==> src/rtl/seg_ld_pkg.sv <==
// Shared level encoding and column code function for the segment line loader.
package seg_ld_pkg;

    typedef enum logic [1:0] {
        LVL_LOWEST  = 2'd0,
        LVL_LOWMID  = 2'd1,
        LVL_HIGHMID = 2'd2,
        LVL_HIGHEST = 2'd3
    } lvl_t;

    // Map display enable, frame phase and latched bit to a level code.
    function automatic lvl_t level_of(input logic on, input logic frame, input logic bit_v);
        if (!on)
            return LVL_LOWEST;
        else if (!frame)
            return bit_v ? LVL_LOWEST : LVL_LOWMID;
        else
            return bit_v ? LVL_HIGHEST : LVL_HIGHMID;
    endfunction

endpackage

==> src/rtl/seg_ld_fall.sv <==
// Falling-edge detector for a slow strobe sampled on the system clock.
// Assumes the strobe stays in each level for at least SYNC_STAGES+1 clocks.
module seg_ld_fall #(
    parameter int SYNC_STAGES = 2
) (
    input  logic clk,
    input  logic rst_n,
    input  logic strobe,
    output logic fall
);
    logic [SYNC_STAGES-1:0] sync_q;
    logic                   prev_q;

    // Synchronise the strobe and keep its previous settled value.
    always_ff @(posedge clk) begin
        if (!rst_n) begin
            sync_q <= '0;
            prev_q <= 1'b0;
        end else begin
            sync_q <= {sync_q[SYNC_STAGES-2:0], strobe};
            prev_q <= sync_q[SYNC_STAGES-1];
        end
    end

    assign fall = prev_q & ~sync_q[SYNC_STAGES-1];
endmodule

==> src/rtl/seg_ld_ctrl.sv <==
// Selection and word sequencing: arms on a latch edge, waits for the chain
// enable, packs nibble pairs into bytes, counts words and emits the one-period
// enable-out pulse. Assumes both edge strobes are single-cycle pulses.
module seg_ld_ctrl #(
    parameter int WORDS = 20,
    parameter int IDX_W = 5
) (
    input  logic             clk,
    input  logic             rst_n,
    input  logic             sclk_fall,
    input  logic             lp_fall,
    input  logic             wide_mode,
    input  logic             en_in,
    input  logic [7:0]       data_in,
    output logic             wr_en,
    output logic [IDX_W-1:0] wr_idx,
    output logic [7:0]       wr_byte,
    output logic             en_low
);
    typedef enum logic [1:0] {ST_IDLE, ST_ARMED, ST_LOAD} st_t;

    st_t        st_q;
    logic       half_q;
    logic [3:0] hold_q;
    logic       take;
    logic       word_done;

    // Decide whether this strobe edge is accepted and whether it finishes a byte.
    always_comb begin
        take      = sclk_fall && !lp_fall &&
                    ((st_q == ST_LOAD) || (st_q == ST_ARMED && !en_in));
        word_done = take && (wide_mode || half_q);
        wr_en     = word_done;
        wr_byte   = wide_mode ? data_in : {hold_q, data_in[3:0]};
    end

    // Sequence state, word index, nibble holding and enable-out pulse.
    always_ff @(posedge clk) begin
        if (!rst_n) begin
            st_q   <= ST_IDLE;
            wr_idx <= '0;
            half_q <= 1'b0;
            hold_q <= '0;
            en_low <= 1'b0;
        end else begin
            if (sclk_fall)
                en_low <= 1'b0;
            if (lp_fall) begin
                st_q   <= ST_ARMED;
                wr_idx <= '0;
                half_q <= 1'b0;
            end else if (word_done) begin
                half_q <= 1'b0;
                if (wr_idx == IDX_W'(WORDS - 1)) begin
                    st_q   <= ST_IDLE;
                    wr_idx <= '0;
                    en_low <= 1'b1;
                end else begin
                    st_q   <= ST_LOAD;
                    wr_idx <= wr_idx + 1'b1;
                end
            end else if (take) begin
                hold_q <= data_in[3:0];
                half_q <= 1'b1;
                st_q   <= ST_LOAD;
            end
        end
    end
endmodule

==> src/rtl/seg_ld_store.sv <==
// Column data store and line latch. Places each byte at a direction-dependent
// column base; copies to the line latch on a latch edge; clears the latch
// while the display is off. Assumes NUM_COLS is a multiple of 8.
module seg_ld_store #(
    parameter int NUM_COLS = 160,
    parameter int IDX_W    = 5
) (
    input  logic                clk,
    input  logic                rst_n,
    input  logic                wr_en,
    input  logic [IDX_W-1:0]    wr_idx,
    input  logic [7:0]          wr_byte,
    input  logic                dir_up,
    input  logic                lp_fall,
    input  logic                disp_on,
    output logic [NUM_COLS-1:0] line_bits
);
    localparam int COL_W = $clog2(NUM_COLS);
    localparam int TOP   = NUM_COLS - 8;

    logic [NUM_COLS-1:0] store_q;
    logic [COL_W-1:0]    wr_base;
    logic [7:0]          wr_bits;

    // Column base and bit order for the incoming byte.
    always_comb begin
        if (dir_up) begin
            wr_base = COL_W'(int'(wr_idx) * 8);
            for (int i = 0; i < 8; i++)
                wr_bits[i] = wr_byte[7-i];
        end else begin
            wr_base = COL_W'(TOP - int'(wr_idx) * 8);
            wr_bits = wr_byte;
        end
    end

    // Data store write; runs regardless of display enable.
    always_ff @(posedge clk) begin
        if (!rst_n)
            store_q <= '0;
        else if (wr_en)
            store_q[wr_base +: 8] <= wr_bits;
    end

    // Line latch: cleared while display is off, loaded on a latch edge.
    always_ff @(posedge clk) begin
        if (!rst_n)
            line_bits <= '0;
        else if (!disp_on)
            line_bits <= '0;
        else if (lp_fall)
            line_bits <= store_q;
    end
endmodule

==> src/rtl/seg_ld_levels.sv <==
// Per-column level encoder from latched bit, frame phase and display enable.
module seg_ld_levels
    import seg_ld_pkg::*;
#(
    parameter int NUM_COLS = 160
) (
    input  logic [NUM_COLS-1:0]   line_bits,
    input  logic                  frame_inv,
    input  logic                  disp_on,
    output logic [2*NUM_COLS-1:0] lvl_code
);
    for (genvar c = 0; c < NUM_COLS; c++) begin : g_col
        assign lvl_code[2*c +: 2] = level_of(disp_on, frame_inv, line_bits[c]);
    end
endmodule

==> src/rtl/seg_line_loader.sv <==
// Top of the segment line loader: edge detection, sequencing, storage and
// level encoding. Assumes strobes are slow relative to clk.
module seg_line_loader #(
    parameter int NUM_COLS    = 160,
    parameter int SYNC_STAGES = 2
) (
    input  logic                  clk,
    input  logic                  rst_n,
    input  logic                  shift_clk,
    input  logic                  latch_pulse,
    input  logic                  wide_mode,
    input  logic                  dir_up,
    input  logic [7:0]            data_in,
    input  logic                  frame_inv,
    input  logic                  disp_on,
    input  logic                  eio_a_in,
    input  logic                  eio_b_in,
    output logic                  eio_a_out,
    output logic                  eio_b_out,
    output logic [2*NUM_COLS-1:0] lvl_code
);
    localparam int WORDS = NUM_COLS / 8;
    localparam int IDX_W = $clog2(WORDS);

    logic                sclk_fall;
    logic                lp_fall;
    logic                en_in;
    logic                en_low;
    logic                wr_en;
    logic [IDX_W-1:0]    wr_idx;
    logic [7:0]          wr_byte;
    logic [NUM_COLS-1:0] line_bits;

    seg_ld_fall #(.SYNC_STAGES(SYNC_STAGES)) u_sclk_edge (
        .clk(clk), .rst_n(rst_n), .strobe(shift_clk), .fall(sclk_fall));

    seg_ld_fall #(.SYNC_STAGES(SYNC_STAGES)) u_lp_edge (
        .clk(clk), .rst_n(rst_n), .strobe(latch_pulse), .fall(lp_fall));

    assign en_in     = dir_up ? eio_a_in : eio_b_in;
    assign eio_a_out = dir_up ? 1'b1 : ~en_low;
    assign eio_b_out = dir_up ? ~en_low : 1'b1;

    seg_ld_ctrl #(.WORDS(WORDS), .IDX_W(IDX_W)) u_ctrl (
        .clk(clk), .rst_n(rst_n), .sclk_fall(sclk_fall), .lp_fall(lp_fall),
        .wide_mode(wide_mode), .en_in(en_in), .data_in(data_in),
        .wr_en(wr_en), .wr_idx(wr_idx), .wr_byte(wr_byte), .en_low(en_low));

    seg_ld_store #(.NUM_COLS(NUM_COLS), .IDX_W(IDX_W)) u_store (
        .clk(clk), .rst_n(rst_n), .wr_en(wr_en), .wr_idx(wr_idx),
        .wr_byte(wr_byte), .dir_up(dir_up), .lp_fall(lp_fall),
        .disp_on(disp_on), .line_bits(line_bits));

    seg_ld_levels #(.NUM_COLS(NUM_COLS)) u_levels (
        .line_bits(line_bits), .frame_inv(frame_inv), .disp_on(disp_on),
        .lvl_code(lvl_code));
endmodule

==> config.mk <==
export PLATFORM = sky130hd
export DESIGN_NAME = seg_line_loader
export DESIGN_NICKNAME = d
export VERILOG_FILES = /design/src/rtl/seg_ld_pkg.sv /design/src/rtl/seg_ld_fall.sv /design/src/rtl/seg_ld_ctrl.sv /design/src/rtl/seg_ld_store.sv /design/src/rtl/seg_ld_levels.sv /design/src/rtl/seg_line_loader.sv
export SDC_FILE = /design/constraint.sdc
export NUM_CORES = 1
export LEC_CHECK = 0
export CAP_MARGIN = 10
export CORE_MARGIN = 5
export CORE_UTILIZATION = 40
export DETAILED_ROUTE_END_ITERATION = 16
export GPL_ROUTABILITY_DRIVEN = 1
export SLEW_MARGIN = 25
export SYNTH_ARGS = -nofsm -noshare
export SYNTH_HDL_FRONTEND = slang
export SYNTH_HIERARCHICAL = 1
export SYNTH_SLANG_ARGS = --single-unit
==> constraint.sdc <==
create_clock -name clk -period 19.3 [get_ports clk]
set_input_delay 4.825 -clock clk [delete_from_list [all_inputs] [get_ports clk]]
set_output_delay 4.825 -clock clk [all_outputs]
set_load 0.01 [all_outputs]
* Yosys cells after proc, flatten, opt, wreduce, memory -nomap -nowiden
Cells that the tools add are included.
Cells by class: add/sub/neg operators 3, multipliers 0, div/mod/pow operators 0, $lt $le $gt $ge 0, equality and inequality tests 3, shifts and indexed selects 2, muxes and demuxes 656, bitwise logic cells 8, reductions and logical operators 14
Operators with widths (number):
- $mux W2 | 323
- $mux W1 | 328
- $bwmux W160 | 1
- $shift A8 B10 Y160 const A | 1
- $shiftx A8 B10 Y160 | 1
- $mux W8 | 3
- $neg A8 Y10 | 1
- $sub A8 B8 Y8 const A | 1
- $not A1 Y1 | 6
- $add A5 B1 Y5 const B | 1
- $eq A5 B5 Y1 const B | 1
- $mux W5 | 1
- $logic_and A1 B1 Y1 | 4
- $reduce_and A3 Y1 | 1
- $reduce_bool A3 Y1 | 1
- $reduce_or A3 Y1 | 1
- $and A1 B1 Y1 | 2
- $eq A2 B1 Y1 const B | 1
- $eq A2 B2 Y1 const B | 1
- $logic_not A1 Y1 | 2
- $logic_or A1 B1 Y1 | 2
- $reduce_and A2 Y1 | 1
- $reduce_bool A2 Y1 | 1
- $reduce_or A2 Y1 | 1
Storage, ports and cells: register bits after elaboration 339, latch bits 0, RAM bits 0, memory bits (read-only) 0, input bits 18, output and inout port bits 322, word-level logic and storage cells 698, memories kept 0

* Longest topological paths before layout
Gate-level depths: netlist of run 1.
depth after elaboration 8, depth in mapped cells 10, mapped depth without buffers 9

* By module
Netlist of run 1, hierarchy kept.
By module, submodules not included:
- seg_ld_store | times used 1, cells an instance 1135, area each 11941.5 µm², sequential area each 6406.1 µm²
- seg_ld_levels | times used 1, cells an instance 515, area each 3848.7 µm², sequential area each 0.0 µm²
- seg_ld_ctrl | times used 1, cells an instance 76, area each 684.4 µm², sequential area each 260.2 µm²
- seg_ld_fall | times used 2, cells an instance 7, area each 88.8 µm², sequential area each 60.1 µm²
- seg_line_loader | times used 1, cells an instance 3, area each 25.0 µm², sequential area each 0.0 µm²

* Worst setup path after synthesis of run 1
OpenSTA, ideal clock, no wires.
kind input-to-output, start in frame_inv, end out lvl_code[101], arrival 8.496 ns, data required time 14.475 ns, slack 5.979 ns, stages on the path 5, path buffers 4, cells stage by stage buf_4 > buf_6 > buf_6 > and2_1 > buf_4
On the way: cells in the longest elaborated chain, start to end 2
Ends and longest elaborated chain:
- start: declaration | RTL line seg_line_loader.sv:14 | input logic frame_inv,
- $mux W2 | RTL line seg_ld_pkg.sv:15 | else if (!frame)
- $mux W2 | RTL line seg_ld_pkg.sv:13 | if (!on)
- end: declaration | RTL line seg_line_loader.sv:20 | output logic [2*NUM_COLS-1:0] lvl_code
Every way passes these cells.

* Worst setup path after layout of run 1
start in frame_inv, end out lvl_code[174]
The elaborated chain is that of the path after synthesis.

==> impl_metrics.ini, run 1 <==
[finish]
drive_gt1_share_pct = 6.52
layoutNonFillerInstCount = 2418
multi_input_area_mm2 = 0.00811
nets = 1882
area_growth_pct = 22.2
final_area_mm2 = 0.0204
fin_util_pct = 49.7
fillers = 3781
regArea_mm2 = 0.00679
diodes = 0

[global_route]
grt_max_degree = 103
grt_usage_pct = 17.4
grt_pass1_wl_um = 65600
antenna_found_initial = 0
grt_pass1_vias = 11500
overflow = 0

[floorplanning]
io_pins = 340
coreArea_mm2 = 0.0410
initial_utilization_pct = 40.7
die_area_mm2 = 0.0459
die_h_um = 214
fp.dieW_um = 214
rows = 74

[worst_setup_path]
rr_endpoint = u_store/store_q[55]
worstSetupEndpointType = output port
crit_slowest_cell = buf_4
reg2reg_slack_ns = 15.91
critPathMaxFanout = 50
crit_end = lvl_code[174]
required_ns = 14.48
r2r-start = u_lp_edge/sync_q[1]
max_stage_delay_ns = 0.77
r2r_cells = 9
startpoint_type = primary input
cp_cell_sequence = buf_8, buf_4, xnor2_1, and2_1, clkdlybuf4s50_1
worstSetupPathType = primary input to output port
crit_start = frame_inv
crit_arrival_ns = 7.08

[clock_tree]
cts.sinks = 339
clk_pin_slew_ns = 0.05
post-cts-setup-buffers = 0
cts-resized-gates = 0
root_buffer = clkbuf_16
cts_htree_levels = 2
cts_tree = yes
hold_buffers = 0
clockBufferDepth = 3
insertion_delay_ns = 0.51
cts_buffers = 36

[power_and_ir_drop]
seqPwrFrac_pct = 43.8
total_power_w = 0.00160
net-switching-power_w = 0.000373
p_int_w = 0.00123
netSwitchingFraction_pct = 23.3
p_comb_share_pct = 11.5
power_density_mw_per_mm2 = 78.5
p_leak_nw = 7.15
clkPwrFrac_pct = 44.7
ir_drop_uv = 47.7

[worst_hold_path]
hold_path.class = flop to flop

[drt]
drt_iter0_drc = 511
routed_wl_um = 41800
wl_per_cell_um = 17.3
via_per_inst = 4.74
drtAntennaViolNets = 0
via_count = 11500
drc = 0
firstDrtPassIters = 5

[outcome]
outcome = complete, no violations

[sta]
tns_ns = 0
period_minus_slack_ns = 11.90
tightest_slew_ns = 1.02
slew_violations = 0
fmax_mhz = 84.0
rsz0062_at_grt = no
period_share_pct = 61.7
finClkSkew_ns = 0.00997
slew_headroom_pct = 32.0
setup_viol = 0
finalHoldViolations = 0

[yosys]
async_reset_ff_share_pct = 0
netlist_instances = 1743
seq_area_frac_synth_pct = 40.7
synth_edf_count = 0
yosysUniqueCellTypes = 54
ys_ff_latch = 339
synth_fp_nets = 1765
ys_warn_count = 6
syn_area_mm2 = 0.0167
synth-main-ff-cell = dfxtp_1
syn_avg_cell_area_um2 = 9.57

[place]
place_congestion = 0.775
dp_hpwl_um = 27100
io_buffer_count = 339
dp_cells = 2354
post_dp_cell_area_mm2 = 0.0191

[job]
cap_violations = 0
## synthesized netlist by cell type, drive strengths merged (6+ instances only)
| cell type | number | share of area (%) |
|---|---|---|
| and2 | 168 | 6.3 |
| buf | 221 | 9.6 |
| clkbuf | 57 | 1.3 |
| dfxtp | 339 | 41 |
| mux2 | 13 | 0.90 |
| mux2i | 322 | 19 |
| nand2 | 175 | 3.9 |
| nand2b | 7 | 0.26 |
| nand3 | 7 | 0.21 |
| nand3b | 6 | 0.27 |
| nor2 | 174 | 3.9 |
| nor2b | 11 | 0.41 |
| nor3 | 7 | 0.68 |
| nor3b | 6 | 0.34 |
| o211ai | 6 | 0.35 |
| o21ai | 10 | 0.30 |
| or3 | 6 | 0.23 |
| xnor2 | 162 | 8.5 |
## through the flow
step / setup WS, ns / hold WS [ns]
after detailed placement: 7.38 / 0.422
after global routing: 7.30 / 0.463
after floorplan: 5.98 / 0.406
final: 7.40 / 0.428
after global placement: 7.42 / 0.422
after CTS: 7.38 / 0.435
## critical path: cells and delay by family
| family | cells | cell delay (ns) |
|---|---|---|
| xor+xnor | 1 | 0.26 |
| buf+inv | 3 | 1.66 |
| simple gates | 1 | 0.19 |
## sequential cells by signal (all words and copies together), names as in the netlist
| name | flops |
|---|---|
| u_ctrl/en_low | 1 |
| u_ctrl/half_q | 1 |
| u_ctrl/hold_q | 4 |
| u_ctrl/st_q | 2 |
| u_ctrl/wr_idx | 5 |
| u_lp_edge/prev_q | 1 |
| u_lp_edge/sync_q | 2 |
| u_sclk_edge/prev_q | 1 |
| u_sclk_edge/sync_q | 2 |
| u_store/line_bits | 160 |
| u_store/store_q | 160 |
## worst min path at each step
stage | start | endpoint | cells past startpoint | slack (ns)
floorplan | u_lp_edge/sync_q[0] | u_lp_edge/sync_q[1] | 1 | 0.41
global placement | u_sclk_edge/sync_q[0] | u_sclk_edge/sync_q[1] | 1 | 0.42
detailed placement | u_sclk_edge/sync_q[0] | u_sclk_edge/sync_q[1] | 1 | 0.42
CTS | u_sclk_edge/sync_q[0] | u_sclk_edge/sync_q[1] | 1 | 0.44
global route | u_sclk_edge/sync_q[0] | u_sclk_edge/sync_q[1] | 1 | 0.46
finish | u_sclk_edge/sync_q[0] | u_sclk_edge/sync_q[1] | 1 | 0.43
## per-layer routing
metal  up-vias  wire length [µm]  GRT usage, %
met3        43              2290          3.61
met5         -                 0             0
met1      5383             19000          22.3
met2       318             19700          30.1
met4         0               769          3.89
li1       5710                 -             -
## placed cells by master, fill, tap and decap left out, types with 2 or more instances in the layout
cell type        synthesis  final
ha_1                     4      4
nand3_1                  7      7
a31oi_1                  2      2
and2_2                   2      2
or3_1                    6      6
nand3b_1                 6      6
or3b_1                   3      3
nand2_2                  0      2
clkbuf_1                56      5
nor3b_4                  1      3
a211oi_1                 2      2
o211ai_1                 5      5
xnor2_1                162    162
or2_2                    2      2
mux2_2                  12     12
inv_1                    4      4
clkinvlp_4               0      2
clkbuf_16                0     36
clkbuf_8                 0     10
mux2i_1                322    322
nand2_1                175    172
and2b_2                  3      2
nor3_4                   7      7
buf_4                  173     18
clkinv_2                 0      5
xor2_1                   2      2
dfxtp_1                339    339
nor2b_1                 11     11
nand2b_1                 7      7
bufinv_16                0      4
nor4bb_1                 2      2
a21oi_1                  5      5
nor2_1                 174    174
and2_1                 166    165
o21ai_0                  9      9
nor3b_2                  0      2
clkdlybuf4s50_1          0    336
## power groups by stage
| stage | registers (W) | logic, W | clock network, W |
|---|---|---|---|
| after floorplan | 0.000716 | 0.000122 | 0 |
| after global placement | 0.000716 | 0.000185 | 0 |
| after detailed placement | 0.000716 | 0.000187 | 0 |
| after CTS | 0.000700 | 0.000188 | 0.000736 |
| after global routing | 0.000700 | 0.000197 | 0.000763 |
| final | 0.000700 | 0.000184 | 0.000716 |
## kinds of logic (layout without fill, tap and decap cells)
family	Yosys count	in the layout	synth area share, %
compound gates	34	34	1.49
xor+xnor	165	165	8.78
fa+ha+maj	4	4	0.300
buf+inv	282	425	11.0
flops	339	339	40.7
mux	335	335	20.2
simple gates	584	584	17.5
## area by class of cell
| type | count | share of cell area [%] |
|---|---|---|
| clock inverter | 13 | 0.909 |
| sequential | 339 | 33.3 |
| timing repair buffer | 357 | 17.4 |
| inverter | 4 | 0.0737 |
| multi-input combinational | 1122 | 39.8 |
| tap | 532 | 3.27 |
| clock buffer | 51 | 5.19 |
No activity file was read; power rests on OpenSTA's default activity.
==> run 2: changes to the inputs <==
clock period = 11.4 ns   (was 19.3 ns; I/O delays follow)
==> run 2 against run 1 <==
Effect of this change:
- die area did not move
- count of clock-buffer cells in the layout is the same
- flip-flop and latch count unchanged
- combinational power up 71%
- setup slack lost 4.0 ns
- final cell count hardly changed
- critical endpoint is now lvl_code[165]
- highest routed layer unchanged
==> impl_metrics.ini, run 2 (synthesis results as in run 1) <==
[outcome]
outcome = complete, no violations

[finish]
final_cell_mix = dfxtp_1 (339), clkdlybuf4s50_1 (336), mux2i_1 (322), nor2_1 (174), nand2_1 (172)
mostFrequentLayoutCell = dfxtp_1
area_growth_pct = 22.0
regArea_mm2 = 0.00679
multi_input_area_mm2 = 0.00811
drive_gt1_share_pct = 6.52
fillers = 3768
nets = 1883
reg_top3 = u_store/line_bits: 160 flops, u_store/store_q: 160 flops, u_ctrl/wr_idx: 5 flops
fin_util_pct = 49.6

[worst_setup_path]
r2r_cells = 8
cp_top_family = buffers and inverters
max_stage_delay_ns = 0.64
worstSetupEndpointType = output port
worstSetupPathDepth = 5
crit_slowest_cell = clkdlybuf4s50_1
crit_arrival_ns = 5.13
startpoint_type = primary input
critPathBufInv = 4
cp_cell_sequence = buf_8, and2_4, buf_4, buf_16, clkdlybuf4s50_1
worstSetupPathType = primary input to output port
critPathMaxFanout = 93
required_ns = 8.55

[clock_tree]
post-cts-setup-buffers = 0
cts-resized-gates = 0
clk_pin_slew_ns = 0.06
cts_tree = yes
cts_buffers = 37
root_buffer = clkbuf_16
cts.sinks = 339
cts_htree_levels = 2
insertion_delay_ns = 0.52
hold_buffers = 0
clockBufferDepth = 3

[global_route]
use_met3_pct = 3.59
grt_max_degree = 117
grt_util_met2_pct = 30.4
grt_usage_pct = 17.7
busiest_layer = met2
grt_pass1_wl_um = 67000
antenna_found_initial = 0
overflow = 0
grt_pass1_vias = 11700
use_met1_pct = 22.9

[drt]
wl_per_cell_um = 17.5
routed_wl_um = 42300
drt_iter0_drc = 528
via_per_inst = 4.79
drc = 0
drtAntennaViolNets = 0
firstDrtPassIters = 5
via_count = 11600

[sta]
tightest_slew_ns = 1.08
fmax_mhz = 125
finalHoldViolations = 0
rsz0062_at_grt = no
tns_ns = 0
setup_viol = 0
finClkSkew_ns = 0.0152
slew_violations = 0
period_minus_slack_ns = 7.98
period_share_pct = 70.0
slew_headroom_pct = 27.6
fin_ws_ns = 3.42

[power_and_ir_drop]
clkPwrFrac_pct = 43.7
power_density_mw_per_mm2 = 131
p_leak_nw = 7.15
net-switching-power_w = 0.000636
seqPwrFrac_pct = 44.5
p_int_w = 0.00203
p_comb_share_pct = 11.8
netSwitchingFraction_pct = 23.9
ir_drop_uv = 94.5

[place]
dp_hpwl_um = 27100
io_buffer_count = 339
place_congestion = 0.774
pre_cts_ws_ns = 3.37

[worst_hold_path]
hold_path.class = flop to flop
hold_depth = 1

[floorplanning]
io_pins = 340
die_area_mm2 = 0.0459
coreArea_mm2 = 0.0410
fp.dieW_um = 214
initial_utilization_pct = 40.7
die_h_um = 214
rows = 74

[job]
cap_violations = 0
[run 2: cell count changes in the layout (fill, tap and decap cells not counted), sizes merged]
cell	delta
clkinvlp	-2
diode	+1
clkinv	+5
bufinv	-3
[run 2: path summary, 6_finish.rpt]
kind	from	end	slack [ns]
min reg2reg	u_lp_edge/sync_q[0]	u_lp_edge/sync_q[1]	0.43
min	u_lp_edge/sync_q[0]	u_lp_edge/sync_q[1]	0.43
max reg2reg	u_ctrl/wr_idx[0]	u_store/store_q[38]	8.08
max	frame_inv	lvl_code[165]	3.42
[run 2: layer usage]
layer	share of wire [%]	wire [µm]	up-vias
li1	-	-	5719
met1	46	19300	5477
met2	47	19700	332
met3	5.4	2290	55
met4	2.2	911	0
met5	0	0	-
[run 2: through the flow]
| stage | instance area (µm²) | instances | total power (W) | hold WS [ns] |
|---|---|---|---|---|
| final | 20300 | 2419 | 0.00266 | 0.425 |
| after global routing | 20300 | 2418 | 0.00277 | 0.439 |
| after CTS | 20300 | 2418 | 0.00270 | 0.426 |
| after detailed placement | 19100 | 2354 | 0.00153 | 0.412 |
| after global placement | 19100 | 2353 | 0.00153 | 0.418 |
| after floorplan | 16700 | 1743 | 0.00142 | 0.406 |
[run 2: power groups by stage]
stage	registers [W]	logic, W	clock network (W)
6_report	0.00119	0.000315	0.00116
3_3_place_gp	0.00121	0.000317	0
5_1_grt	0.00119	0.000337	0.00125
3_5_place_dp	0.00121	0.000320	0
2_1_floorplan	0.00121	0.000207	0
4_1_cts	0.00119	0.000321	0.00119
[run 2: worst reg2reg max path: stages, from the launching register on]
cell and delay [ns]:
dfxtp_1 0.59, xnor2_1 0.27, inv_1 0.11, ha_1 0.34, nand2b_1 0.32, nor2_1 0.16
o211ai_1 0.22, nor3b_2 0.94, mux2i_1 0.28
[run 2: cell type report]
type | instances | area share [%]
Tap cell | 532 | 3.27
Timing Repair Buffer | 357 | 17.5
Antenna cell | 1 | 0.0123
Clock buffer | 51 | 5.31
Inverter | 4 | 0.0738
Clock inverter | 13 | 0.572
Multi-Input combinational cell | 1122 | 39.9
Sequential cell | 339 | 33.4
